## config.mk

```make
export PLATFORM = sky130hd
export DESIGN_NAME = mbt_unit
export DESIGN_NICKNAME = d
export VERILOG_FILES = /design/src/rtl/mbt_pkg.sv /design/src/rtl/mbt_decode.sv /design/src/rtl/mbt_agu.sv /design/src/rtl/mbt_bitsel.sv /design/src/rtl/mbt_unit.sv
export SDC_FILE = /design/constraint.sdc
export NUM_CORES = 1
export LEC_CHECK = 0
export BUFFER_PORTS_ARGS = -buffer_cell sky130_fd_sc_hd__clkbuf_2
export CAP_MARGIN = 20
export CORE_MARGIN = 8
export CORE_UTILIZATION = 45
export CTS_CLUSTER_SIZE = 40
export DETAILED_ROUTE_END_ITERATION = 16
export PLACE_DENSITY = 0.68
export RECOVER_POWER = 50
export SYNTH_ARGS = -nofsm -noshare
export SYNTH_HDL_FRONTEND = slang
export SYNTH_HIERARCHICAL = 1
export SYNTH_SLANG_ARGS = --single-unit
```

## constraint.sdc

```tcl
create_clock -name clk -period 3.5 [get_ports clk]
set_clock_uncertainty 0.1 [all_clocks]
set_input_delay 0.175 -clock clk [delete_from_list [all_inputs] [get_ports clk]]
set_output_delay 0.175 -clock clk [all_outputs]
set_load 0.1 [all_outputs]
```

## src/rtl/mbt_pkg.sv

```systemverilog
package mbt_pkg;

    localparam int BYTE_W = 8;
    localparam int BIT_SEL_W = $clog2(BYTE_W);
    localparam int HW_W = 16;
    localparam int RIDX_W = 5;

    localparam logic [5:0]      OPC_DISP  = 6'b111110;
    localparam logic [5:0]      OPC_REG   = 6'b111111;
    localparam logic [1:0]      DISP_TAG  = 2'b11;
    localparam logic [HW_W-1:0] SUBOP_REG = 16'h00E6;

    typedef enum logic [1:0] {
        ST_IDLE = 2'd0,
        ST_DEC  = 2'd1,
        ST_RD   = 2'd2,
        ST_FIN  = 2'd3
    } state_e;

    typedef enum logic {
        FORM_DISP = 1'b0,
        FORM_REG  = 1'b1
    } form_e;

    typedef struct packed {
        form_e                  form;
        logic [RIDX_W-1:0]      base_idx;
        logic [RIDX_W-1:0]      src_idx;
        logic [BIT_SEL_W-1:0]   imm_bit;
        logic [HW_W-1:0]        disp;
    } insn_t;

endpackage

```

## src/rtl/mbt_decode.sv

```systemverilog
module mbt_decode
    import mbt_pkg::*;
(
    input  logic [HW_W-1:0] hw0_i,
    input  logic [HW_W-1:0] hw1_i,
    output logic            valid_o,
    output insn_t           insn_o
);
    logic is_disp;
    logic is_reg;

    always_comb begin
        is_disp = (hw0_i[15:14] == DISP_TAG) && (hw0_i[10:5] == OPC_DISP);
        is_reg  = (hw0_i[10:5] == OPC_REG) && (hw1_i == SUBOP_REG);
        valid_o = is_disp || is_reg;

        insn_o.form     = is_reg ? FORM_REG : FORM_DISP;
        insn_o.base_idx = hw0_i[4:0];
        insn_o.src_idx  = hw0_i[15:11];
        insn_o.imm_bit  = hw0_i[13:11];
        insn_o.disp     = is_reg ? '0 : hw1_i;
    end
endmodule

```

## src/rtl/mbt_agu.sv

```systemverilog
module mbt_agu
    import mbt_pkg::*;
#(
    parameter int ADDR_W = 32
) (
    input  insn_t                 insn_i,
    input  logic [ADDR_W-1:0]     base_i,
    input  logic [BIT_SEL_W-1:0]  src_low_i,
    output logic [ADDR_W-1:0]     addr_o,
    output logic [BIT_SEL_W-1:0]  bitn_o
);
    logic [ADDR_W-1:0] disp_ext;

    generate
        if (ADDR_W > HW_W) begin : g_wide
            assign disp_ext = {{(ADDR_W-HW_W){insn_i.disp[HW_W-1]}}, insn_i.disp};
        end else begin : g_narrow
            assign disp_ext = insn_i.disp[ADDR_W-1:0];
        end
    endgenerate

    always_comb begin
        if (insn_i.form == FORM_REG) begin
            addr_o = base_i;
            bitn_o = src_low_i;
        end else begin
            addr_o = base_i + disp_ext;
            bitn_o = insn_i.imm_bit;
        end
    end
endmodule

```

## src/rtl/mbt_bitsel.sv

```systemverilog
module mbt_bitsel
    import mbt_pkg::*;
(
    input  logic [BYTE_W-1:0]    byte_i,
    input  logic [BIT_SEL_W-1:0] bitn_i,
    output logic                 bit_o
);
    logic [BYTE_W-1:0] hit;

    for (genvar i = 0; i < BYTE_W; i++) begin : g_lane
        assign hit[i] = (bitn_i == BIT_SEL_W'(i)) && byte_i[i];
    end

    assign bit_o = |hit;
endmodule

```

## src/rtl/mbt_unit.sv

```systemverilog
module mbt_unit
    import mbt_pkg::*;
#(
    parameter int ADDR_W = 32
) (
    input  logic                 clk,
    input  logic                 rst_n,
    input  logic                 start_i,
    input  logic [15:0]          insn_hw0_i,
    input  logic [15:0]          insn_hw1_i,
    output logic                 busy_o,
    output logic [4:0]           rf_base_idx_o,
    output logic [4:0]           rf_bit_idx_o,
    input  logic [ADDR_W-1:0]    rf_base_data_i,
    input  logic [2:0]           rf_bit_low_i,
    output logic                 mem_req_o,
    output logic [ADDR_W-1:0]    mem_addr_o,
    input  logic                 mem_ready_i,
    input  logic [7:0]           mem_rdata_i,
    output logic                 done_o,
    output logic                 z_o
);
    typedef struct packed {
        state_e                 st;
        insn_t                  insn;
        logic [ADDR_W-1:0]      addr;
        logic [BIT_SEL_W-1:0]   bitn;
        logic                   z;
    } regs_t;

    regs_t r_d, r_q;

    logic                   dec_valid;
    insn_t                  dec_insn;
    logic [ADDR_W-1:0]      agu_addr;
    logic [BIT_SEL_W-1:0]   agu_bitn;
    logic                   sel_bit;

    mbt_decode u_decode (
        .hw0_i   (insn_hw0_i),
        .hw1_i   (insn_hw1_i),
        .valid_o (dec_valid),
        .insn_o  (dec_insn)
    );

    mbt_agu #(.ADDR_W(ADDR_W)) u_agu (
        .insn_i    (r_q.insn),
        .base_i    (rf_base_data_i),
        .src_low_i (rf_bit_low_i),
        .addr_o    (agu_addr),
        .bitn_o    (agu_bitn)
    );

    mbt_bitsel u_bitsel (
        .byte_i (mem_rdata_i),
        .bitn_i (r_q.bitn),
        .bit_o  (sel_bit)
    );

    always_comb begin
        r_d = r_q;
        case (r_q.st)
            ST_IDLE: begin
                if (start_i && dec_valid) begin
                    r_d.insn = dec_insn;
                    r_d.st   = ST_DEC;
                end
            end
            ST_DEC: begin
                r_d.addr = agu_addr;
                r_d.bitn = agu_bitn;
                r_d.st   = ST_RD;
            end
            ST_RD: begin
                if (mem_ready_i) begin
                    r_d.z  = ~sel_bit;
                    r_d.st = ST_FIN;
                end
            end
            default: begin
                r_d.st = ST_IDLE;
            end
        endcase
    end

    always_ff @(posedge clk or negedge rst_n) begin
        if (!rst_n) begin
            r_q <= '0;
        end else begin
            r_q <= r_d;
        end
    end

    assign busy_o        = (r_q.st != ST_IDLE);
    assign rf_base_idx_o = r_q.insn.base_idx;
    assign rf_bit_idx_o  = r_q.insn.src_idx;
    assign mem_req_o     = (r_q.st == ST_RD);
    assign mem_addr_o    = r_q.addr;
    assign done_o        = (r_q.st == ST_FIN);
    assign z_o           = r_q.z;

endmodule

```

Yosys cells after proc, flatten, opt, wreduce, memory -nomap -nowiden. Cells that the tools add are included. W data, S select, Z words.

$add $sub $neg: 1. Equal/unequal tests: 16. Muxes and demuxes: 7. Bitwise operators: 1. Reductions and logical operators: 19.

Operators with widths (number): $mux W32 (2); $add A32 B32 Y32 (1); $eq A16 B8 Y1 const B (1); $mux W16 (1); $eq A3 B3 Y1 const B (4); $eq A6 B6 Y1 const B (2); $logic_and A1 B1 Y1 (11); $reduce_or A8 Y1 (1); $eq A2 B2 Y1 const B (3); $eq A3 B2 Y1 const B (2); $pmux W2 S3 (1); $reduce_and A2 Y1 (3); $eq A3 B1 Y1 const B (1); $logic_not A3 Y1 (1); $mux W3 (1); $eq A2 B1 Y1 const B (1); $logic_not A2 Y1 (1); $mux W2 (1); $ne A2 B1 Y1 const B (1); $ne A2 B2 Y1 const B (1); $reduce_bool A2 Y1 (1); $logic_or A1 B1 Y1 (1); $mux W1 (1); $not A1 Y1 (1).

Register bits after elaboration: 68. Output and inout port bits: 46. Word-level logic and storage cells: 53.

Logic depth before layout (Yosys ltp).
Depth after elaboration: 6. Mapped depth: 11. Depth with buffers taken out: 11.

Hierarchy. The synthesis kept the hierarchy.

By module, submodules not included: mbt_unit (instances 1, cells each 199, area each 3067.9 um2); mbt_agu (instances 1, cells each 312, area each 2177.1 um2); mbt_decode (instances 1, cells each 43, area each 277.8 um2); mbt_bitsel (instances 1, cells each 3, area each 63.8 um2).

Worst setup path before layout. OpenSTA, ideal clock, no wires.

Path type: flip-flop to flip-flop. From: register r_q[36] (netlist name). To: register r_q (netlist bit mem_addr_o[30]). Setup time: 125 ps. Arrival: 2899 ps. Data required time: 3275 ps. Slack: 377 ps. Stages on the path, launching flop included: 12. Buffers on the path: 0. Cells stage by stage: dfrtp_1 > ha_1 > fa_1 > a211oi_1 > o21ba_1 > o211ai_2 > a31o_4 > nand4_2 > a21oi_2 > or4_1 > a31o_1 > mux2_2.

Longest elaborated chain between the ends: 2.

RTL lines: start, declared (line mbt_unit.sv:31) `regs_t r_d, r_q;`; start signal, assigned (line mbt_unit.sv:90) `r_q <= r_d;`; $add A32 B32 Y32 (line mbt_agu.sv:27) `addr_o = base_i + disp_ext;`; $mux W32 (line mbt_agu.sv:23) `if (insn_i.form == FORM_REG) begin`; named net agu_addr[30] (line mbt_unit.sv:35) `logic [ADDR_W-1:0] agu_addr;`.

The timed path passes the listed nets, and every way through them passes these cells. A chain may end at the register's enable or synchronous reset.

Worst setup path in the final report. Ends and elaborated chain as after synthesis.

==> metrics <==
initial antenna violation count 0; max-cap violations 1; PortBufs 124; fill count 1101; site row count 40; Area growth syn-to-layout 13.1%; Lkg Pwr 3.15 nW; top cell type by total area after synthesis dfrtp_1; CTS tree done; DR vias 4207; Worst Path Required 3.62 ns; Peak supply drop 554 uV; fraction of layout cells with a size suffix above 1 34.4%; Synth area leaders dfrtp_1 (30%), mux2_2 (8.9%), mux2_4 (8.1%); drt drc 0; critical path class reg2reg; DR WL/cell 16.2 um; Place WS 0.173 ns; synth warn 6; Worst setup EP type flip-flop; initial DRC count 243; pin count of the biggest net entering global routing 69; Netlist cell types 73; Seq pwr share 24.7%; post-synth top area share 30.5%; Main synth FF type dfrtp_1; Mapped Cells 557; root buffer cell clkbuf_16; final worst-path setup slack 0.199 ns; DP Wirelength 9.84 mm; pwr dens 727 mW/mm^2; RSZ-0062 raised after global routing false; crit share post-route 94.3%; endpoints failing hold 0; Max Clk Rate 303 MHz; Max clock buf depth 2; clock power share 18.5%; Max transition margin -13.9%; Core Footprint 0.0121 sq mm; number of flops mapped to enable cells by yosys 0; outcome finished, violations left; crit path time final 3.30 ns; crit path max fanout 6; Initial Util 46.3%; clock-pin slew on the worst setup and hold paths 0.06 ns; RePlAce Congestion 0.850; number of clock sinks 68; Net Sw Frac 54.9%; total inserted antenna cells 0; chip width 127 um; top-level port count 125; Worst-Margin Slew 1.71 ns; Die ar. 0.0162 sq mm; vias in the first global route 4366; final WL 12.9 mm; Chip Height 127 um; final core occ 52.4%; All-Layer GR Usage 16.2%; Pre-Repair DR Iteration Count 4; sequential area share after synthesis 30.5%; Sum Neg Setup Slack 0 ns; fin. max-slew vios 69; total grt overflow 0; violated checks capacitance limit, slew limit; GR Util met2 26.7%; Netlist Area Pre-Place 0.00559 sq mm; Worst EP arrival 3.42 ns; grt met1 use 19.7%; Gate power share 56.8%; Internal Pwr Total 2.07 mW; final setup fails 0; H-tree Lvls 3; Antenna Nets Post-Route 0; global-route wire length before repair 21.5 mm; syn_area_per_cell 10.0 sq um; post-CTS setup buffers 0; CTS Buf Count 9; syn_nets 672; worst-skew pair later-pin latency 0.33 ns; startpoint types flip-flop; P_sw 2.52 mW; nets@finish 741; GR met3 Demand/Resource 5.66%; ys async rst share 100%; busiest grt layer met2; Seq cells post-synth 68; Hold WC Path Type in2reg; vias per cell 5.27
[Yosys cell counts (2+ instances only)]
| master | number |
|---|---|
| a211oi_1 | 5 |
| a21o_1 | 21 |
| a21oi_1 | 25 |
| a21oi_2 | 2 |
| a221oi_1 | 2 |
| a311oi_1 | 4 |
| a31oi_1 | 3 |
| and2_1 | 2 |
| and3_1 | 5 |
| and3_2 | 2 |
| and4_1 | 2 |
| buf_4 | 56 |
| buf_6 | 6 |
| clkbuf_1 | 28 |
| dfrtp_1 | 68 |
| ha_1 | 35 |
| inv_1 | 9 |
| mux2_2 | 44 |
| mux2_4 | 30 |
| mux2i_1 | 2 |
| mux4_1 | 2 |
| nand2_1 | 43 |
| nand3_1 | 14 |
| nand4_1 | 5 |
| nor2_1 | 20 |
| nor2b_1 | 8 |
| nor3_1 | 4 |
| nor4_1 | 5 |
| nor4b_1 | 5 |
| o211ai_1 | 5 |
| o21ai_0 | 22 |
| o21ai_1 | 7 |
| o21ai_2 | 3 |
| o22ai_1 | 2 |
| o31ai_1 | 3 |
| or3_1 | 3 |
| xnor2_1 | 13 |
| xor2_1 | 7 |
[metal layers]
layer,routed length [um],vias to the layer above
met3,847,8
met5,0,-
li1,-,2114
met1,6040,1971
met2,5910,114
met4,109,0
[cell families after synthesis]
| group | Yosys count | share of synthesized area (%) |
|---|---|---|
| buf+inv | 101 | 11.4 |
| xor+xnor | 20 | 3.14 |
| flops | 68 | 30.5 |
| mux | 78 | 18.2 |
| simple gates | 132 | 13.2 |
| compound gates | 122 | 15.4 |
| fa+ha+maj | 36 | 8.20 |
[worst max-delay path, cell delays in order, from the launching register on]
cell and delay [ns]:
dfrtp_1 0.38, ha_1 0.22, fa_1 0.44, a211oi_2 0.27, o21ba_1 0.20, o211ai_2 0.14, a31o_4 0.30, nand4_2 0.11
a21oi_2 0.07, or4_1 0.47, a31o_1 0.22, mux2_2 0.25
[sequential cells by signal, indices dropped and copies added, names as in the netlist]
name and cells:
mem_addr_o 32, r_q 25, rf_base_idx_o 5, rf_bit_idx_o 5, z_o 1
[cells in the final DEF, fill, tap and decap left out, types with 20 or more instances in the layout]
master         synthesis  final
a21oi_1               25     25
dfrtp_1               68     67
a21o_1                21     21
o21ai_0               22     22
nor2_1                20     20
dlygate4sd3_1          0     22
clkbuf_1              28     24
ha_1                  35     34
clkbuf_2               0    100
mux2_2                44     44
nand2_1               43     43
mux2_4                30     30
[layout make-up]
type | count | area [sq um] | area share [%]
Multi-Input combinational cell | 388 | 3260 | 51.5
Sequential cell | 68 | 1700 | 27.0
Timing Repair Buffer | 149 | 833 | 13.2
Clock buffer | 11 | 253 | 4.00
Tap cell | 168 | 210 | 3.33
Inverter | 10 | 37.5 | 0.594
Clock inverter | 4 | 25.0 | 0.396
[path summary, 6_finish.rpt]
check	startpoint	to	slack, ns	cells past startpoint
hold / removal	mem_ready_i	z_o$_DFFE_PN0P_	0.05	3
setup / recovery	r_q[36]$_DFFE_PN0P_	mem_addr_o[30]$_DFFE_PN0N_	0.20	11
max in group asynchronous	rst_n	r_q[65]$_DFFE_PN0P_	1.43	2
hold reg to reg	z_o$_DFFE_PN0P_	z_o$_DFFE_PN0P_	0.40	1
min in group asynchronous	rst_n	mem_addr_o[29]$_DFFE_PN0N_	0.73	2
setup reg to reg	r_q[36]$_DFFE_PN0P_	mem_addr_o[30]$_DFFE_PN0N_	0.20	11
[stage by stage]
| stage | power [mW] | cell area [sq um] | hold WS, ns | std cells |
|---|---|---|---|---|
| after floorplan | 3.69 | 5590 | -0.221 | 557 |
| after global placement | 3.77 | 5850 | 0.258 | 761 |
| after detailed placement | 3.80 | 5850 | 0.274 | 761 |
| after CTS | 4.69 | 6350 | 0.0448 | 798 |
| after global routing | 4.80 | 6320 | 0.0805 | 798 |
| final | 4.59 | 6320 | 0.0520 | 798 |
[power by group through the flow]
stage	Sequential, mW	Clock, mW	Combinational (mW)
6_report	1.13	0.848	2.61
5_1_grt	1.17	0.910	2.73
4_1_cts	1.14	0.880	2.67
3_5_place_dp	1.15	0	2.64
3_3_place_gp	1.14	0	2.62
2_1_floorplan	1.15	0	2.53
[repair_timing]
| action | in CTS | in global routing |
|---|---|---|
| endpoints found under the hold margin | 92 | 0 |
| endpoints found under the setup margin | 0 | 1 |
| resized for setup | 0 | 1 |
| hold buffers | 22 | 0 |
(Power assumes the default switching activity.)
